[config.mk]
export PLATFORM = sky130hd
export DESIGN_NAME = crf_compare_unit
export DESIGN_NICKNAME = d
export VERILOG_FILES = /design/src/rtl/crf_cmp_pkg.sv /design/src/rtl/crf_operand_sel.sv /design/src/rtl/crf_magnitude.sv /design/src/rtl/crf_byte_search.sv /design/src/rtl/crf_field_merge.sv /design/src/rtl/crf_compare_unit.sv
export SDC_FILE = /design/constraint.sdc
export NUM_CORES = 1
export LEC_CHECK = 0
export BUFFER_PORTS_ARGS = -buffer_cell sky130_fd_sc_hd__buf_2
export CAP_MARGIN = 20
export CORE_ASPECT_RATIO = 2
export CORE_MARGIN = 1.5
export CORE_UTILIZATION = 44
export CTS_BUF_LIST = sky130_fd_sc_hd__clkbuf_4 sky130_fd_sc_hd__clkbuf_8
export CTS_CLUSTER_SIZE = 12
export DETAILED_ROUTE_END_ITERATION = 16
export PLACE_DENSITY = 0.8
export SETUP_SLACK_MARGIN = 0.3
export SYNTH_ARGS = -nofsm -noshare
export SYNTH_HDL_FRONTEND = slang
export SYNTH_SLANG_ARGS = --single-unit
[constraint.sdc]
create_clock -name clk -period 3 [get_ports clk]
set_input_delay 0.15 -clock clk [delete_from_list [all_inputs] [get_ports clk]]
set_output_delay 0.15 -clock clk [all_outputs]
set_load 0.01 [all_outputs]
[src/rtl/crf_cmp_pkg.sv]
`timescale 1ns/1ps
package crf_cmp_pkg;
  localparam int FIELD_W = 4;

  typedef enum logic [2:0] {
    OP_SCMP  = 3'd0,
    OP_UCMP  = 3'd1,
    OP_SCMPI = 3'd2,
    OP_UCMPI = 3'd3,
    OP_BYTEQ = 3'd4
  } cmp_op_e;

  typedef struct packed {
    logic lt;
    logic gt;
    logic eq;
    logic so;
  } crf_t;
endpackage

[src/rtl/crf_operand_sel.sv]
`timescale 1ns/1ps
module crf_operand_sel #(
  parameter int DATA_W = 64,
  parameter int IMM_W  = 16
) (
  input  logic [DATA_W-1:0] reg_b,
  input  logic [IMM_W-1:0]  imm,
  input  logic              use_imm,
  input  logic              imm_signed,
  output logic [DATA_W-1:0] opnd
);
  localparam int PAD_W = DATA_W - IMM_W;

  logic [DATA_W-1:0] imm_ext;

  assign imm_ext = {{PAD_W{imm_signed & imm[IMM_W-1]}}, imm};
  assign opnd    = use_imm ? imm_ext : reg_b;
endmodule

[src/rtl/crf_magnitude.sv]
`timescale 1ns/1ps
module crf_magnitude #(
  parameter int DATA_W = 64
) (
  input  logic [DATA_W-1:0] a,
  input  logic [DATA_W-1:0] b,
  input  logic              wide,
  input  logic              is_signed,
  output logic              lt,
  output logic              gt,
  output logic              eq
);
  localparam int HALF_W = DATA_W / 2;

  logic [DATA_W:0] ext_a;
  logic [DATA_W:0] ext_b;

  // One extra bit turns both signed and unsigned forms into a signed compare.
  always_comb begin
    if (wide) begin
      ext_a = {is_signed & a[DATA_W-1], a};
      ext_b = {is_signed & b[DATA_W-1], b};
    end else begin
      ext_a = {{(HALF_W+1){is_signed & a[HALF_W-1]}}, a[HALF_W-1:0]};
      ext_b = {{(HALF_W+1){is_signed & b[HALF_W-1]}}, b[HALF_W-1:0]};
    end
  end

  assign lt = $signed(ext_a) < $signed(ext_b);
  assign gt = $signed(ext_a) > $signed(ext_b);
  assign eq = ext_a == ext_b;
endmodule

[src/rtl/crf_byte_search.sv]
`timescale 1ns/1ps
module crf_byte_search #(
  parameter int DATA_W = 64
) (
  input  logic [DATA_W-1:0] a,
  input  logic [DATA_W-1:0] b,
  output logic              hit
);
  localparam int NBYTES = DATA_W / 8;

  logic [NBYTES-1:0] lane_hit;

  for (genvar g = 0; g < NBYTES; g++) begin : g_lane
    assign lane_hit[g] = b[g*8 +: 8] == a[7:0];
  end

  assign hit = |lane_hit;
endmodule

[src/rtl/crf_field_merge.sv]
`timescale 1ns/1ps
module crf_field_merge #(
  parameter int NUM_FIELDS = 8,
  parameter int FIELD_W    = 4,
  localparam int CR_W      = NUM_FIELDS * FIELD_W,
  localparam int SEL_W     = $clog2(NUM_FIELDS)
) (
  input  logic [CR_W-1:0]    cr_in,
  input  logic [SEL_W-1:0]   sel,
  input  logic               we,
  input  logic [FIELD_W-1:0] new_field,
  output logic [CR_W-1:0]    cr_next
);
  // Field 0 sits in the most significant nibble.
  for (genvar f = 0; f < NUM_FIELDS; f++) begin : g_field
    localparam int LO = (NUM_FIELDS - 1 - f) * FIELD_W;
    assign cr_next[LO +: FIELD_W] =
      (we && sel == SEL_W'(f)) ? new_field : cr_in[LO +: FIELD_W];
  end
endmodule

[src/rtl/crf_compare_unit.sv]
`timescale 1ns/1ps
module crf_compare_unit
  import crf_cmp_pkg::*;
#(
  parameter int DATA_W     = 64,
  parameter int IMM_W      = 16,
  parameter int NUM_FIELDS = 8,
  localparam int CR_W      = NUM_FIELDS * FIELD_W,
  localparam int SEL_W     = $clog2(NUM_FIELDS)
) (
  input  logic              clk,
  input  logic              rst,
  input  logic [DATA_W-1:0] op_a,
  input  logic [DATA_W-1:0] op_b,
  input  logic [IMM_W-1:0]  imm,
  input  logic [2:0]        op,
  input  logic [SEL_W-1:0]  field_sel,
  input  logic              wide,
  input  logic [CR_W-1:0]   cr_in,
  input  logic              so_in,
  output logic [CR_W-1:0]   cr_out
);
  cmp_op_e           op_e;
  logic              use_imm;
  logic              is_signed;
  logic              is_byte;
  logic              we;
  logic [DATA_W-1:0] opnd;
  logic              lt, gt, eq;
  logic              hit;
  crf_t              new_field;
  logic [CR_W-1:0]   cr_next;

  assign op_e = cmp_op_e'(op);

  always_comb begin
    use_imm   = 1'b0;
    is_signed = 1'b0;
    is_byte   = 1'b0;
    we        = 1'b1;
    case (op_e)
      OP_SCMP:  is_signed = 1'b1;
      OP_UCMP:  ;
      OP_SCMPI: begin use_imm = 1'b1; is_signed = 1'b1; end
      OP_UCMPI: use_imm = 1'b1;
      OP_BYTEQ: is_byte = 1'b1;
      default:  we = 1'b0;
    endcase
  end

  crf_operand_sel #(.DATA_W(DATA_W), .IMM_W(IMM_W)) u_opsel (
    .reg_b(op_b), .imm(imm), .use_imm(use_imm),
    .imm_signed(is_signed), .opnd(opnd)
  );

  crf_magnitude #(.DATA_W(DATA_W)) u_mag (
    .a(op_a), .b(opnd), .wide(wide), .is_signed(is_signed),
    .lt(lt), .gt(gt), .eq(eq)
  );

  crf_byte_search #(.DATA_W(DATA_W)) u_bsrch (
    .a(op_a), .b(op_b), .hit(hit)
  );

  always_comb begin
    if (is_byte) new_field = '{lt: 1'b0, gt: hit, eq: 1'b0, so: 1'b0};
    else         new_field = '{lt: lt, gt: gt, eq: eq, so: so_in};
  end

  crf_field_merge #(.NUM_FIELDS(NUM_FIELDS), .FIELD_W(FIELD_W)) u_merge (
    .cr_in(cr_in), .sel(field_sel), .we(we),
    .new_field(new_field), .cr_next(cr_next)
  );

  always_ff @(posedge clk) begin
    if (rst) cr_out <= '0;
    else     cr_out <= cr_next;
  end
endmodule

### After elaboration in Yosys (flattened, before gate mapping)

Cells that the tools add are included.

* memory bits (read-only): 0
* register bits after elaboration: 32
* memory bits (writable): 0
* bits in latches: 0
* output and inout bits: 32
* memories: 0

* shifts and indexed selects: 0
* div/mod/pow operators: 0
* multiply operators: 0
* magnitude comparators: 2
* bitwise gates (word level): 5
* reduce and logical (&&, ||, !) cells: 14
* muxes and demuxes: 16
* equality and inequality tests: 20
* add/sub/neg operators: 0

Operator list (number)
* $mux W65: 2
* $eq A65 B65 Y1: 1
* $gt A65 B65 Y1: 1
* $lt A65 B65 Y1: 1
* $eq A8 B8 Y1: 8
* $mux W64: 1
* $mux W4: 9
* $eq A3 B3 Y1 const B: 5
* $eq A3 B2 Y1 const B: 4
* $logic_and A1 B1 Y1: 8
* $reduce_or A8 Y1: 1
* $eq A3 B1 Y1 const B: 2
* $logic_not A3 Y1: 2
* $and A1 B1 Y1: 5
* $reduce_or A5 Y1: 1
* $mux W1: 4
* $reduce_or A2 Y1: 2

### Logic depth before layout (Yosys ltp)

* depth in word-level cells: 10
* mapped depth: 17
* depth with buffers taken out: 16

### By module

Synthesis repeated with hierarchy kept, for this count alone.

* cells, all modules: 661
* area total of the unflattened synthesis: 5094.9 µm²

By module, submodules not included
* crf_magnitude: times used 1, area an instance 2139.6 µm², cells an instance 324
* crf_compare_unit: times used 1, area an instance 950.9 µm², cells an instance 75
* crf_byte_search: times used 1, area an instance 805.8 µm², cells an instance 97
* crf_operand_sel: times used 1, area an instance 733.2 µm², cells an instance 125
* crf_field_merge: times used 1, area an instance 465.4 µm², cells an instance 40

### Worst setup path before layout

Ideal clock, no wire load.

* path type: input port to flip-flop
* start point: input op[1]
* end point: register cr_out[10]
* required time: 2.914 ns
* slack: -0.327 ns
* arrival time: 3.241 ns
* stages on the path: 16
* cells stage by stage: nor2b_1 clkbuf_1 o21ai_0 nor3_1 nor2_1 clkbuf_1 a21o_1 ha_1 nand4_1 or4_4 o22ai_2 a41oi_1 and4_4 or2_1 buf_6 o31ai_2

* word-level cells in the longest chain between the ends: 10
* elaborated cells on any way between the ends: 24

Ends and longest elaborated chain
* start, declared: line crf_compare_unit.sv:16 `input logic [2:0] op,`
* $eq A3 B2 Y1 / $logic_not A3 Y1 (equally long branches): line crf_compare_unit.sv:41 `case (op_e)`
* $reduce_or A2 Y1 (no line)
* $mux W1: line crf_compare_unit.sv:41
* $and A1 B1 Y1: line crf_operand_sel.sv:16 `assign imm_ext = {{PAD_W{imm_signed & imm[IMM_W-1]}}, imm};`
* $mux W64: line crf_operand_sel.sv:17 `assign opnd = use_imm ? imm_ext : reg_b;`
* $and A1 B1 Y1, on equally long branches: line crf_magnitude.sv:25, crf_magnitude.sv:22
* $mux W65: line crf_magnitude.sv:20 `if (wide) begin`
* $gt A65 B65 Y1: line crf_magnitude.sv:30 `assign gt = $signed(ext_a) > $signed(ext_b);`
* $mux W4: line crf_compare_unit.sv:66 `if (is_byte) new_field = '{lt: 1'b0, gt: hit, eq: 1'b0, so: 1'b0};`
* $mux W4 (*): line crf_field_merge.sv:18 `(we && sel == SEL_W'(f)) ? new_field : cr_in[LO +: FIELD_W];`
* end signal, assigned: line crf_compare_unit.sv:77 `else cr_out <= cr_next;`
* end, declared: line crf_compare_unit.sv:21 `output logic [CR_W-1:0] cr_out`

Every way passes the cells marked *; elsewhere a longest branch is shown, timed or not.
A chain may end at the register's enable or synchronous reset.

### Worst setup path after layout

* start point: input op[1]
* end point: register cr_out[6]

The elaborated chain is that of the path after synthesis.

==> flow_summary_export.csv <==
group,metric,value,unit
grt,grt_usage,30.6,%
clock_tree,cts_sinks,32,
route,viasPerCell,5.73,
grt,grt_pass1_vias,5515,
yosys,synth_top_area_share,18.0,%
critical_path,max_stage_delay,0.43,ns
critical_path,cp_cell_sequence,"buf_6 -> nor2b_4 -> o21ai_4 -> o21ai_2 -> nor3_2 -> nor2_4 -> buf_12 -> a21o_1 -> ha_4 -> nand4_1 -> nor4_4 -> nand2_2 -> nor3_2 -> nor4_2 -> and4_4 -> or2_4 -> buf_12 -> o31ai_4",
yosys,yosysSeqAreaShare,14.2,%
timing,slew-limit-headroom,58.4,%
power,leakage,3.32,nW
timing,rsz0062_at_grt,"yes",
grt,grt.busiest_layer,"met2",
timing,fin_ws,-0.221,ns
clock_tree,max-clock-path-buffers,2,
clock_tree,cts_tree,"built",
outcome,violations,"setup timing",
critical_path,arrival,3.42,ns
floorplanning,die_w,74.7,um
grt,grt_start_max_net_pins,51,
route,drtIter0Drc,211,
layout,drive_gt1_share,38.9,%
yosys,synth_cell_type_count,42,
placed_design,placed_area,0.00610,sq mm
floorplanning,ioPinCount,218,
clock_tree,cts_htree_levels,2,
yosys,post_synth.cell_area_avg,7.54,sq um
floorplanning,rows,52,
yosys,syn_inst,600,
outcome,status,"finished, violations left",
layout,area_growth,47.4,%
yosys,async_flop_share,0,%
clock_tree,clk_pin_slew_worst_paths,0.07,ns
route,drt-total-wl,17400,um
critical_path,cp.required,3.20,ns
power,ir_worst_vdd,386,uV
floorplanning,core_region_area,0.0101,sq mm
critical_path,end_kind,"flop",
grt,globalRouteMet2Util,56.6,%
yosys,synth_common_cells,"a21oi_1 (71), ha_1 (65), o21ai_0 (61), inv_1 (36), nor2_1 (33)",
critical_path,path_max_fanout,8,
layout,largest_registers,"cr_out x32",
power,powerDensity,298,mW/mm^2
clock_tree,cts_hold_buf,0,
yosys,synth_edf_count,0,
layout,design_area,0.00667,sq mm
yosys,dominantRegCellSynth,"dfxtp_1",
critical_path,start_kind,"input pin",
timing,whs,0.0914,ns
timing,hold_violations,0,
placed_design,portBuffers,217,
timing,tightest_slew,0.624,ns
route,wl_per_cell,17.8,um
timing,clock.fmax,0.310,GHz
grt,use_met1,29.5,%
grt,met3_usage,2.55,%
yosys,synth_nets,851,
route,vias,5610,
timing,drv_slew,0,
yosys,synth_top_cells_by_area,"ha_1 (18%), dfxtp_1 (14%), a21oi_1 (7.9%)",
timing,fin_crit,3.22,ns
worst_hold_path,hold_class,"input pin to flop",
grt,grt_overflow_total,0,
yosys,yosysWarningCount,0,
yosys,synth.largest_area_cell,"ha_1",
placed_design,gp_congestion,1.01,
flow_run,drv_cap,0,
critical_path,path_class,"input pin to flop",
yosys,synth.most_common_cell,"a21oi_1",
route,drc_errors,0,
critical_path,critical-path-slowest-cell,"nor4_4",
floorplanning,die-area,0.0109,sq mm
yosys,synth_area,0.00452,sq mm
layout,final_nets,1093,
placed_design,dp_hpwl,13400,um
clock_tree,cts_buffers,5,
yosys,ys_seq_elements,32,
floorplanning,fp.dieH,146,um
layout,final_core_util,66.1,%
layout,largest_register_ff_count,32,
grt,grt_pass1_wl,25700,um
layout,largest_register,"cr_out",
timing,fin_crit_sh,107,%
route,ant_nets,0,
floorplanning,initial_core_util,44.8,%
clock_tree,clockRootBuffer,"clkbuf_8",
placed_design,pre_cts_slack,-0.621,ns
route,first_pass_iters,5,
timing,setup_viol,18,
grt,antenna_found_initial,1,
[metal layers]
metal	vias up	wire length, um	share of wire (%)
met1	2549	5850	34
met4	0	1420	8.2
met5	-	0	0
met3	106	991	5.7
met2	294	9170	53
li1	2661	-	-
[logic make-up (layout without fill, tap and decap cells)]
kind of cell | count (synthesis) | in the layout | synth area share (%)
AO/OA/AOI/OAI | 195 | 195 | 26.3
AND/OR/NAND/NOR | 145 | 145 | 17.2
buffers and inverters | 75 | 318 | 6.61
adder cells (fa/ha/maj) | 65 | 65 | 18.0
XOR/XNOR | 64 | 64 | 12.4
flip-flops | 32 | 32 | 14.2
multiplexers | 24 | 24 | 5.34
other | 0 | 1 | 0
[final cells by class]
cell class	count	area (sq um)
clock inverter	1	30.0
antenna	1	2.50
timing repair buffer	274	1700
sequential	32	641
inverter	36	135
tap	135	169
fill	842	3420
multi-input combinational	493	3890
clock buffer	7	96.3
[path summary, 6_finish.rpt]
path,start,to,slack (ns),cells after the start
max,op[1],cr_out[6],-0.22,18
min,cr_in[21],cr_out[21],0.09,3
[report_power, final]
part           total, mW  switching [mW]  internal [mW]
sequential         0.459         0.00583          0.453
combinational       1.08           0.562          0.513
clock              0.452           0.159          0.293
[worst max-delay path, delay by kind of cell]
kind | cells | cell delay, ns
fa+ha+maj | 1 | 0.28
buf+inv | 3 | 0.39
compound gates | 4 | 0.57
simple gates | 10 | 2.00
[metrics by stage]
stage                     power, mW  setup TNS, ns  cells
final                          1.99          -2.30    979
after global routing           2.10          -4.87    979
after CTS                      1.94         -0.304    975
after detailed placement       1.41         -10.95    955
after global placement         1.39          -9.74    955
after floorplan                1.03         -0.380    600
[layout by cell type (no fill, tap or decap), types with 2 or more instances in the layout]
cell / instances
a21boi_0: 2
xor2_1: 32
ha_1: 55
o31ai_1: 8
o21ai_0: 58
ha_4: 10
nor3_2: 5
nand3_1: 8
o31ai_2: 4
nor2_1: 30
buf_2: 214
buf_16: 2
buf_4: 40
xnor2_1: 32
a211oi_1: 3
a21oi_1: 70
nand2_1: 25
nor3_1: 3
buf_6: 11
and2_1: 3
a221oi_1: 2
dfxtp_1: 32
a21o_1: 32
nor2_2: 2
nor4_4: 2
nand4_1: 24
buf_12: 6
o31ai_4: 4
clkbuf_8: 7
nor2b_1: 3
nand3b_1: 16
mux2i_1: 23
nor4_1: 12
inv_1: 35
[what timing repair did]
item	in CTS	in global routing
pin swaps	27	11
setup buffers	9	3
resized for setup	35	9
gates cloned	3	0
endpoints found under the setup margin	24	24
Note: power is estimated with default switching activity, not from simulation.
